===== src/rtl/hzd_pkg.sv =====
package hzd_pkg;

    typedef enum logic [1:0] {
        FWD_RF  = 2'b00,
        FWD_EX  = 2'b01,
        FWD_MEM = 2'b10
    } fwd_sel_e;

    typedef struct packed {
        logic ex;
        logic mem;
        logic wb;
    } stage_hit_t;

    typedef struct packed {
        logic stall;
        logic ex_byp;
        logic mem_byp;
    } track_t;

endpackage


===== src/rtl/hzd_src_cmp.sv =====
module hzd_src_cmp #(
    parameter int REG_W = 5
) (
    input  logic             valid,
    input  logic             use_src,
    input  logic [REG_W-1:0] src,
    input  logic [REG_W-1:0] ex_dst,
    input  logic             ex_wen,
    input  logic [REG_W-1:0] mem_dst,
    input  logic             mem_wen,
    input  logic [REG_W-1:0] wb_dst,
    input  logic             wb_wen,
    output hzd_pkg::stage_hit_t hit
);
    localparam logic [REG_W-1:0] ZERO_REG = '0;

    logic live;

    always_comb begin
        live    = valid && use_src && (src != ZERO_REG);
        hit.ex  = live && ex_wen  && (src == ex_dst);
        hit.mem = live && mem_wen && (src == mem_dst);
        hit.wb  = live && wb_wen  && (src == wb_dst);
    end
endmodule


===== src/rtl/hzd_fwd_pick.sv =====
module hzd_fwd_pick (
    input  hzd_pkg::stage_hit_t hit,
    input  logic                ex_load,
    output hzd_pkg::fwd_sel_e   sel,
    output logic                load_dep
);
    import hzd_pkg::*;

    always_comb begin
        load_dep = hit.ex && ex_load;
        if (hit.ex) begin
            // nearest writer wins; a load's value is not ready yet
            sel = ex_load ? FWD_RF : FWD_EX;
        end else if (hit.mem) begin
            sel = FWD_MEM;
        end else begin
            sel = FWD_RF;
        end
    end
endmodule


===== src/rtl/hzd_track.sv =====
module hzd_track (
    input  logic clk,
    input  logic rst_n,
    input  logic lu_raw,
    input  logic st_cand,
    output logic stall,
    output logic mem_byp
);
    import hzd_pkg::*;

    track_t st_q;
    track_t st_d;

    always_comb begin
        st_d         = st_q;
        st_d.stall   = lu_raw && !st_q.stall;
        // a stalled decode instruction does not move; a bubble enters execute
        st_d.ex_byp  = st_cand && !st_d.stall;
        st_d.mem_byp = st_q.ex_byp;
    end

    always_ff @(posedge clk) begin
        if (!rst_n) begin
            st_q <= '0;
        end else begin
            st_q <= st_d;
        end
    end

    assign stall   = st_d.stall;
    assign mem_byp = st_q.mem_byp;

    p_stall_once_r6: assert property (@(posedge clk) disable iff (!rst_n)
        stall |=> !stall);

    p_byp_two_late_r7: assert property (@(posedge clk) disable iff (!rst_n)
        mem_byp |-> $past(st_cand, 2));
endmodule


===== src/rtl/raw_bypass_ctl.sv =====
module raw_bypass_ctl #(
    parameter int REG_W = 5
) (
    input  logic             clk,
    input  logic             rst_n,
    input  logic             id_valid,
    input  logic [REG_W-1:0] id_rs,
    input  logic [REG_W-1:0] id_rt,
    input  logic             id_use_rs,
    input  logic             id_use_rt,
    input  logic             id_store,
    input  logic [REG_W-1:0] ex_dst,
    input  logic             ex_wen,
    input  logic             ex_load,
    input  logic [REG_W-1:0] mem_dst,
    input  logic             mem_wen,
    input  logic [REG_W-1:0] wb_dst,
    input  logic             wb_wen,
    output logic [1:0]       fwd_sel_a,
    output logic [1:0]       fwd_sel_b,
    output logic             raw_hazard,
    output logic             stall_fetch,
    output logic             bubble_ex,
    output logic             mem_store_byp
);
    import hzd_pkg::*;

    localparam int NSRC  = 2;
    localparam int SRC_A = 0;
    localparam int SRC_B = 1;

    logic [NSRC-1:0][REG_W-1:0] src_num;
    logic [NSRC-1:0]            src_use;
    stage_hit_t                 hit      [NSRC];
    fwd_sel_e                   sel      [NSRC];
    logic [NSRC-1:0]            load_dep;
    logic [NSRC-1:0]            any_hit;
    logic                       lu_raw;
    logic                       st_cand;
    logic                       stall;

    assign src_num = {id_rt, id_rs};
    assign src_use = {id_use_rt, id_use_rs};

    for (genvar g = 0; g < NSRC; g++) begin : g_src
        hzd_src_cmp #(.REG_W(REG_W)) u_cmp (
            .valid   (id_valid),
            .use_src (src_use[g]),
            .src     (src_num[g]),
            .ex_dst  (ex_dst),
            .ex_wen  (ex_wen),
            .mem_dst (mem_dst),
            .mem_wen (mem_wen),
            .wb_dst  (wb_dst),
            .wb_wen  (wb_wen),
            .hit     (hit[g])
        );

        hzd_fwd_pick u_pick (
            .hit      (hit[g]),
            .ex_load  (ex_load),
            .sel      (sel[g]),
            .load_dep (load_dep[g])
        );

        assign any_hit[g] = hit[g].ex || hit[g].mem || hit[g].wb;
    end

    always_comb begin
        // store data is served later in the memory stage, not by interlock
        lu_raw  = load_dep[SRC_A] || (load_dep[SRC_B] && !id_store);
        st_cand = id_store && load_dep[SRC_B] && !load_dep[SRC_A];
    end

    hzd_track u_track (
        .clk     (clk),
        .rst_n   (rst_n),
        .lu_raw  (lu_raw),
        .st_cand (st_cand),
        .stall   (stall),
        .mem_byp (mem_store_byp)
    );

    assign fwd_sel_a   = sel[SRC_A];
    assign fwd_sel_b   = sel[SRC_B];
    assign raw_hazard  = |any_hit;
    assign stall_fetch = stall;
    assign bubble_ex   = stall;

    p_zero_reg_r1: assert property (@(posedge clk) disable iff (!rst_n)
        (id_rs == '0) |-> (fwd_sel_a == 2'b00));

    p_sel_legal_r3: assert property (@(posedge clk) disable iff (!rst_n)
        (fwd_sel_a != 2'b11) && (fwd_sel_b != 2'b11));

    p_stall_needs_hazard_r5: assert property (@(posedge clk) disable iff (!rst_n)
        stall_fetch |-> (raw_hazard && ex_load));

    p_store_no_stall_r7: assert property (@(posedge clk) disable iff (!rst_n)
        st_cand |-> !stall_fetch);

    p_invalid_quiet_r9: assert property (@(posedge clk) disable iff (!rst_n)
        !id_valid |-> (!raw_hazard && !stall_fetch && fwd_sel_b == 2'b00));
endmodule


===== config.mk =====
export PLATFORM = sky130hd
export DESIGN_NAME = raw_bypass_ctl
export DESIGN_NICKNAME = d
export VERILOG_FILES = /design/src/rtl/hzd_pkg.sv /design/src/rtl/hzd_src_cmp.sv /design/src/rtl/hzd_fwd_pick.sv /design/src/rtl/hzd_track.sv /design/src/rtl/raw_bypass_ctl.sv
export SDC_FILE = /design/constraint.sdc
export NUM_CORES = 1
export LEC_CHECK = 0
export ABC_AREA = 1
export BUFFER_PORTS_ARGS = -buffer_cell sky130_fd_sc_hd__clkbuf_2
export CORE_UTILIZATION = 32
export CTS_CLUSTER_DIAMETER = 100
export DETAILED_ROUTE_END_ITERATION = 16
export MAX_ROUTING_LAYER = met4
export SLEW_MARGIN = 10
export SYNTH_ARGS = -nofsm -noshare
export SYNTH_HDL_FRONTEND = slang
export SYNTH_SLANG_ARGS = --single-unit

===== constraint.sdc =====
create_clock -name clk -period 2.75 [get_ports clk]
set_clock_uncertainty 0.1 [all_clocks]
set_input_delay 0.275 -clock clk [delete_from_list [all_inputs] [get_ports clk]]
set_output_delay 0.275 -clock clk [all_outputs]
set_load 0.005 [all_outputs]

==> reports/qor.yml, run 1 <==
rsz0062_at_grt: "false"
htree_levels: 1
grt_util_met1: 0.264
grt_pass1_vias: 763
top_usage_layer: "met2"
outcome: "complete, no violations"
p_leak_uw: 0.000573
path_class: "in2out"
fmax_mhz: 591
synth_area_leader_cell: "nand2_1"
wire_per_inst_microns: 9.56
critical_path_arrival_ns: 1.32
synth.cell_area_sq_um: 681
routed_wl_mm: 1.93
clock_sink_count: 3
antenna_found_initial: 0
drtIter0Drc: 26
most-common-layout-cells: "nand2_1 (42), clkbuf_2 (42), inv_1 (17)"
synth_seq_cells: 3
grt_max_degree: 7
row_count: 16
worst_slew_pin_slew_ns: 0.275
hold_class: "in2reg"
maxCapViolCount: 0
slowest_delay_ns: 0.14
ys_types: 25
hpwl_mm: 1.75
path_delay_family: "simple AND/OR/NAND/NOR gates"
setup_violations: 0
grt_pass1_wl_mm: 3.17
finalNonFillerCells: 202
gr-usage-all-layers: 0.197
nets: 211
cts-root-buf: "clkbuf_4"
seq_area_sq_um: 60.1
dp.cells: 198
core_region_area_sq_um: 1980
fin_crit_ns: 1.69
clock_latency_ns: 0.23
gp_congestion: 0.799
numCtsBuffers: 3
path_buf_inv: 4
drive_gt1_frac: 0.349
initial_utilization: 0.343
cts_tree: "done"
vdd_drop_max_mv: 0.158
hold_violations: 0
multi_input_area_sq_um: 514
relSlewSlack: 0.816
postSynthAreaPerCell_sq_um: 5.24
crit_fanout: 6
maxSlewViolCount: 0
whs_ns: 0.158
synthDominantCellAreaShare: 0.232
fill_cells: 226
drt_pass1_iterations: 4
antennaDiodeCount: 0
viasPerCell: 4.52
drc: 0
die_h_microns: 48.1
cp_slowest_cell: "clkbuf_2"
ys_warn_count: 0
fin_crit_sh: 0.615
io_pins: 43
cp.required_ns: 2.38
cpMostUsedCell: "nand2_1"
cts_setup_buffers: 0
post_cts_resized: 0
cts-hold-fix-buffers: 0
grt_util_met3: 0.0148
die_area_sq_um: 2320
path_cells: "clkbuf_2 > inv_1 > nand2_1 > nand2_1 > nor2_1 > nand2_1 > nor2_2 > nand3_1 > nand2_1 > nand2_1 > inv_1 > clkbuf_2"
die_width_microns: 48.1
grt_overflow: 0
io_buffer_count: 42
synth_cells: 130
syn_nets: 165
synthTopCellsByArea: "nand2_1 (23%), inv_1 (9.4%), dfxtp_1 (8.8%), xor2_1 (7.7%), a21oi_1 (6.6%)"
startpoint_type: "primary input"
end_kind: "output port"
area_delta_synth_final_pct: 38.6
setup_tns_ns: 0
antenna_left: 0
pwr_density_cell_nw_per_um2: 237
yosysSeqAreaShare: 0.0882
clk_path_buf_depth: 2
clk_pin_slew_ns: 0.04
met2_usage: 0.335
dr_total_vias: 914
## per-layer routing
metal  wire length [microns]  share of wire
met1                     918           0.48
met2                     898           0.47
met3                     114          0.059
met4                       0              0
met5                       0              0
## sequential cells by signal, summed over array words and instances (netlist names)
register	cells
u_track.st_d	1
u_track.st_q	1
u_track.mem_byp	1
## metrics by stage
| stage | total power, uW | util | instance area (sq um) | setup WS (ns) |
|---|---|---|---|---|
| finish | 224 | 0.476 | 943 | 1.06 |
| global route | 248 | 0.476 | 943 | 0.857 |
| CTS | 226 | 0.476 | 943 | 1.05 |
| detailed placement | 146 | 0.463 | 917 | 1.05 |
| global placement | 146 | 0.463 | 917 | 1.06 |
| floorplan | 97.3 | - | 681 | 1.29 |
## cell families (layout without fill, tap and decap cells)
| group | Yosys count | in the layout | share of synthesized area |
|---|---|---|---|
| AOI/OAI and AO/OA | 17 | 17 | 0.136 |
| and+or+nand+nor | 73 | 73 | 0.491 |
| xor gates and xnor gates | 10 | 10 | 0.129 |
| DFF | 3 | 3 | 0.0882 |
| buffers and inverters | 27 | 72 | 0.156 |
## power breakdown
| group | switching, uW | internal [uW] |
|---|---|---|
| registers | 0.0195 | 43.8 |
| logic | 57.8 | 43.7 |
| clock network | 24.0 | 54.5 |
## synth_stat cells
cell type,number
nand3_1,6
xnor2_1,4
clkinv_2,1
nor2_1,7
nor3b_2,1
o211ai_1,1
dfxtp_1,3
or2_1,1
nand4_1,5
nand2_2,2
inv_2,8
o21ai_0,4
a21oi_1,9
nor4_1,1
o22ai_1,2
xor2_1,6
nand2_1,42
nor2_2,2
a21boi_0,1
or2_2,1
nor2_4,1
inv_1,17
nor3_1,3
buf_4,1
or2_0,1
## worst paths after layout
check | startpoint | end | slack, ns | cells after the start
worst min register to register | u_track.st_d[0] | u_track.mem_byp | 0.31 | 2
worst min-delay path | rst_n | u_track.mem_byp | 0.16 | 3
worst max-delay path | id_rs[3] | bubble_ex | 1.06 | 12
worst max register to register | u_track.st_q[2] | u_track.st_q[2] | 2.09 | 3
## worst register-to-register path, stage by stage, from the launching register on
cell and delay, ns:
dfxtp_1 0.30, inv_1 0.04, nand2_1 0.08, nor2_2 0.03
## final cells by class
type                            instances  share of cell area
Clock buffer                            4              0.0279
Sequential cell                         3              0.0637
Inverter                               26               0.105
Timing Repair Buffer                   42               0.223
Tap cell                               27              0.0358
Multi-Input combinational cell        100               0.545
Power figures use the tool's default switching activity.
==> run 2: changes to the inputs <==
==> constraint.sdc (replaced) <==
create_clock -name clk -period 1.66 [get_ports clk]
set_clock_uncertainty 0.1 [all_clocks]
set_input_delay 0.166 -clock clk [delete_from_list [all_inputs] [get_ports clk]]
set_output_delay 0.166 -clock clk [all_outputs]
set_load 0.005 [all_outputs]
==> reports/qor.yml, run 2 (synthesis results as in run 1) <==
p_leak_uw: 0.000578  # +0.86%
hold_violations: 0  # unchanged
fill_cells: 236  # +4.4%
cp.required_ns: 1.39  # -0.99 ns
clock_latency_ns: 0.23  # about the same
startpoint_type: "primary input"
outcome: "complete, no violations"
antenna_left: 0  # unchanged
clk_pin_slew_ns: 0.04  # about the same
antenna_found_initial: 0  # unchanged
drt_pass1_iterations: 4  # unchanged
clk_path_buf_depth: 2  # unchanged
core_region_area_sq_um: 1980  # unchanged
worst_slew_pin_slew_ns: 0.281  # +0.00604 ns
hold_depth: 3  # unchanged
end_kind: "output port"
numCtsBuffers: 3  # unchanged
drtIter0Drc: 26  # unchanged
rsz0062_at_grt: "false"
setup_tns_ns: 0  # unchanged
setup_violations: 0  # unchanged
die_h_microns: 48.1  # unchanged
htree_levels: 1  # unchanged
gr-usage-all-layers: 0.190  # -0.00706
row_count: 16  # unchanged
fin_crit_sh: 0.886
io_buffer_count: 42  # unchanged
io_pins: 43  # unchanged
cts-hold-fix-buffers: 0  # unchanged
final_util: 0.480  # +0.00379
grt_max_degree: 7  # unchanged
cts_setup_buffers: 0  # unchanged
pwr_density_cell_nw_per_um2: 393  # +66%
die_area_sq_um: 2320  # unchanged
hold_start: "rst_n"
drive_gt1_frac: 0.352  # +0.00370
nets: 212  # +0.47%
routed_wl_mm: 1.94  # +0.62%
initial_utilization: 0.343  # unchanged
dr_total_vias: 900  # -1.5%
relSlewSlack: 0.812  # -0.00404
path_class: "in2out"
r2r_cells: 3  # unchanged
die_width_microns: 48.1  # unchanged
maxCapViolCount: 0  # unchanged
r2r_end: "u_track.st_q[2]"
hpwl_mm: 1.78  # +1.6%
cts_tree: "done"
clock_sink_count: 3  # unchanged
grt_overflow: 0  # unchanged
ff2ff_setup_slack_ns: 1.01  # -1.08 ns
critical_path_arrival_ns: 1.20  # -0.12 ns
area_delta_synth_final_pct: 39.7
grt_pass1_wl_mm: 3.04  # -4.2%
fin_crit_ns: 1.47
wire_per_inst_microns: 9.57  # +0.13%
hold_class: "in2reg"
post_cts_resized: 0  # unchanged
r2r-start: "u_track.st_q[2]"
maxSlewViolCount: 0  # unchanged
vdd_drop_max_mv: 0.258  # +64%
holdPathEnd: "u_track.mem_byp"
viasPerCell: 4.43  # -2.0%
most-common-layout-cells: "nand2_1 (42), clkbuf_2 (42), inv_1 (17)"
fmax_mhz: 680
crit_fanout: 4  # -2
gp_congestion: 0.799  # about the same
antennaDiodeCount: 0  # unchanged
grt_pass1_vias: 744  # -2.5%
drc: 0  # unchanged
cts-root-buf: "clkbuf_4"
## run 2: changes by cell type in the layout (fill, tap and decap cells not counted), sizes merged
cell | previous run | this run
buf | 0 | 1
## run 2: layout make-up
cell class,count,area [sq um],share of cell area
clock buffers,4,26.3,0.0276
inverters,26,98.8,0.104
multi-input cells,100,514,0.541
flip-flops and latches,3,60.1,0.0632
well taps,27,33.8,0.0355
repair buffers,43,218,0.229
## run 2: per-layer routing
layer	vias up	GRT usage	share of wire
met4	0	0.0167	0
met3	0	0	0.041
met2	30	0.332	0.47
li1	502	-	-
met5	-	-	0
met1	368	0.255	0.49
## run 2: metrics by stage
step                      area (sq um)  power, uW  cells  hold slack, ns  setup slack, ns
final                              951        374    203          0.0399            0.189
after global placement             917        241    198           0.281            0.186
after CTS                          943        379    202          0.0371            0.171
after detailed placement           917        243    198           0.283            0.178
after floorplan                    681        161    130           0.159            0.419
after global routing               951        408    203          0.0708          0.00467
## run 2: power by group
part	leakage, uW	total, uW	internal [uW]	switching, uW
sequential	0.0000242	72.6	72.5	0.0295
combinational	0.000539	169	73.1	96.1
clock	0.0000150	132	90.3	41.7
total	0.000578	374	236	138
## run 2: worst max-delay path: stages
cell,delay (ns)
clkbuf_2,0.13
inv_2,0.06
o21ai_0,0.14
nor2_1,0.06
nand2_1,0.11
nor2_2,0.06
buf_4,0.14
a21oi_1,0.13
nand3_1,0.09
clkbuf_2,0.12
## run 2: how the worst max path moves through the flow
stage	from	endpoint	slack, ns	depth (start not counted)
after global routing	id_rs[3]	stall_fetch	0.005	12
after global placement	id_rs[4]	stall_fetch	0.19	12
after CTS	id_rs[3]	bubble_ex	0.17	12
after detailed placement	id_rs[3]	bubble_ex	0.18	12
final	id_rs[1]	raw_hazard	0.19	10
after floorplan	ex_dst[0]	stall_fetch	0.42	11
==> run 3: changes to the inputs <==
--- a/config.mk
+++ b/config.mk
@@ -5,12 +5,12 @@
 export SDC_FILE = /design/constraint.sdc
 export NUM_CORES = 1
 export LEC_CHECK = 0
-export ABC_AREA = 1
 export BUFFER_PORTS_ARGS = -buffer_cell sky130_fd_sc_hd__clkbuf_2
 export CORE_UTILIZATION = 32
 export CTS_CLUSTER_DIAMETER = 100
 export DETAILED_ROUTE_END_ITERATION = 16
 export MAX_ROUTING_LAYER = met4
+export PLACE_DENSITY = 0.67
 export SLEW_MARGIN = 10
 export SYNTH_ARGS = -nofsm -noshare
 export SYNTH_HDL_FRONTEND = slang
==> reports/qor.yml, run 3 <==
clk_path_buf_depth: 2  # unchanged
grt_overflow: 0  # unchanged
die_h_microns: 43.2  # -10%
synth.cell_area_sq_um: 544  # -20%
maxSlewViolCount: 0  # unchanged
htree_levels: 1  # unchanged
r2r-start: "u_track.st_q[2]"
grt_pass1_wl_mm: 3.42  # +12%
setup_slack_ns: -0.291  # -0.480 ns
synth_cells: 64  # -51%
syn_nets: 99  # -40%
pwr_density_cell_nw_per_um2: 386  # -1.8%
path_buf_inv: 2  # -2
path_class: "in2out"
synth_edf_count: 0  # unchanged
crit_cells: 7  # -3
nets: 167  # -21%
fin_crit_sh: 1.18  # +0.289
gp_congestion: 0.875  # +9.6%
clock_sink_count: 3  # unchanged
drt_pass1_iterations: 4  # unchanged
clk_pin_slew_ns: 0.04  # about the same
ys_warn_count: 0  # unchanged
ys_top_cells_by_count: "xor2_1 (24), nor4_1 (6), xnor2_1 (6)"
critical_path_arrival_ns: 1.69  # +0.49 ns
ys_types: 17  # -32%
drc: 0  # unchanged
antenna_left: 0  # unchanged
synthTopCellsByArea: "xor2_1 (39%), dfxtp_1 (11%), xnor2_1 (9.7%), nor4_1 (6.9%), nand4b_2 (5.5%)"
cts-root-buf: "clkbuf_4"
worst_slew_pin_slew_ns: 0.390  # +0.109 ns
yosysMostFrequentCell: "xor2_1"
total_power_uw: 433  # +16%
row_count: 14  # -2
drtIter0Drc: 10  # -62%
initial_utilization: 0.353  # +0.00965
synth_area_leader_cell: "xor2_1"
core_region_area_sq_um: 1540  # -22%
maxCapViolCount: 0  # unchanged
gr-usage-all-layers: 0.262  # +0.0717
fill_cells: 115  # -51%
viasPerCell: 4.91  # +11%
numCtsBuffers: 3  # unchanged
die_width_microns: 43.2  # -10%
hold_class: "in2reg"
r2r_cells: 1  # -2
vdd_drop_max_mv: 0.313  # +21%
routed_wl_mm: 2.20  # +13%
antenna_found_initial: 0  # unchanged
hold_depth: 2  # -1
rsz0062_at_grt: "true"
startpoint_type: "primary input"
cp.required_ns: 1.39  # about the same
outcome: "finished with violations"
violations: "negative setup slack"
end_kind: "output port"
clock_latency_ns: 0.25  # +0.02 ns
cts_tree: "done"
io_buffer_count: 42  # unchanged
whs_ns: 0.0536  # +0.0137 ns
antennaDiodeCount: 0  # unchanged
synthArstFlopShare: 0  # unchanged
slowest_delay_ns: 0.54  # +0.40 ns
most-common-layout-cells: "clkbuf_2 (31), xor2_1 (22), buf_4 (17)"
crit_fanout: 3  # -1
hold_start: "rst_n"
synthFlopType: "dfxtp_1"
grt_max_degree: 6  # -1
seq_area_sq_um: 60.1  # unchanged
grt_pass1_vias: 770  # +3.5%
path_delay_family: "simple AND/OR/NAND/NOR gates"
io_pins: 43  # unchanged
fin_crit_ns: 1.95  # +0.480 ns
setup_violations: 7  # +7
fmax_mhz: 513  # -25%
crit_path_start: "id_rt[3]"
postSynthAreaPerCell_sq_um: 8.50  # +62%
hpwl_mm: 1.57  # -12%
final_common_cell: "clkbuf_2"
relSlewSlack: 0.738  # -0.0742
dr_total_vias: 722  # -20%
multi_input_area_sq_um: 576  # +12%
yosysSeqAreaShare: 0.110  # +0.0221
drive_gt1_frac: 0.618  # +0.266
p_leak_uw: 0.000568  # -1.6%
die_area_sq_um: 1870  # -19%
cp_slowest_cell: "or4_4"
synthDominantCellAreaShare: 0.386  # +0.155
area_delta_synth_final_pct: 106
synth_seq_cells: 3  # unchanged
hold_violations: 0  # unchanged
wire_per_inst_microns: 15.0  # +56%
path_cells: "buf_6 > or4_4 > o211ai_4 > nand4b_4 > nand2_1 > or3_1 > clkbuf_2"
## run 3: report_power, final
| part | switching, uW | internal (uW) | total, uW |
|---|---|---|---|
| clock network | 48.4 | 90.7 | 139 |
| registers | 0.0410 | 72.6 | 72.6 |
| logic | 104 | 117 | 221 |
## run 3: per-layer routing
metal / global-route usage / vias up / share of wire
met5: - / - / 0
met4: 0.121 / 0 / 0.015
met3: 0.0596 / 4 / 0.049
met2: 0.430 / 26 / 0.50
met1: 0.298 / 329 / 0.43
li1: - / 363 / -
## run 3: what timing repair did
| item | in CTS | in global routing |
|---|---|---|
| hold buffers | 0 | 0 |
| setup buffers | 1 | 3 |
| setup endpoints to repair | 7 | 7 |
| gates resized for setup | 11 | 29 |
| pin swaps | 5 | 5 |
## run 3: worst paths after layout
kind,endpoint,slack [ns]
setup / recovery,raw_hazard,-0.29
hold / removal,u_track.mem_byp,0.05
setup reg to reg,u_track.st_q[2],0.93
hold reg to reg,u_track.mem_byp,0.33
## run 3: area by class of cell
class,count,area share
clock buffer,4,0.0234
multi-input combinational,60,0.513
sequential,3,0.0536
tap,16,0.0179
timing repair buffer,64,0.392
## run 3: per-stage QoR
step / worst slack (ns) / cells / instance area, sq um / setup TNS [ns] / util
after floorplan: -0.0116 / 64 / 549 / -0.0116 / -
after global placement: -0.290 / 139 / 907 / -1.26 / 0.588
after detailed placement: -0.273 / 139 / 907 / -1.37 / 0.588
after CTS: -0.263 / 144 / 1000 / -1.01 / 0.650
after global routing: -0.335 / 147 / 1120 / -1.52 / 0.727
final: -0.291 / 147 / 1120 / -1.13 / 0.727
## run 3: kinds of logic (layout without fill, tap and decap cells)
family,count (synthesis),in the layout,synth area share
compound gates,5,5,0.0782
xor+xnor,30,30,0.483
buf+inv,1,68,0.0138
flops,3,3,0.110
simple gates,25,25,0.315
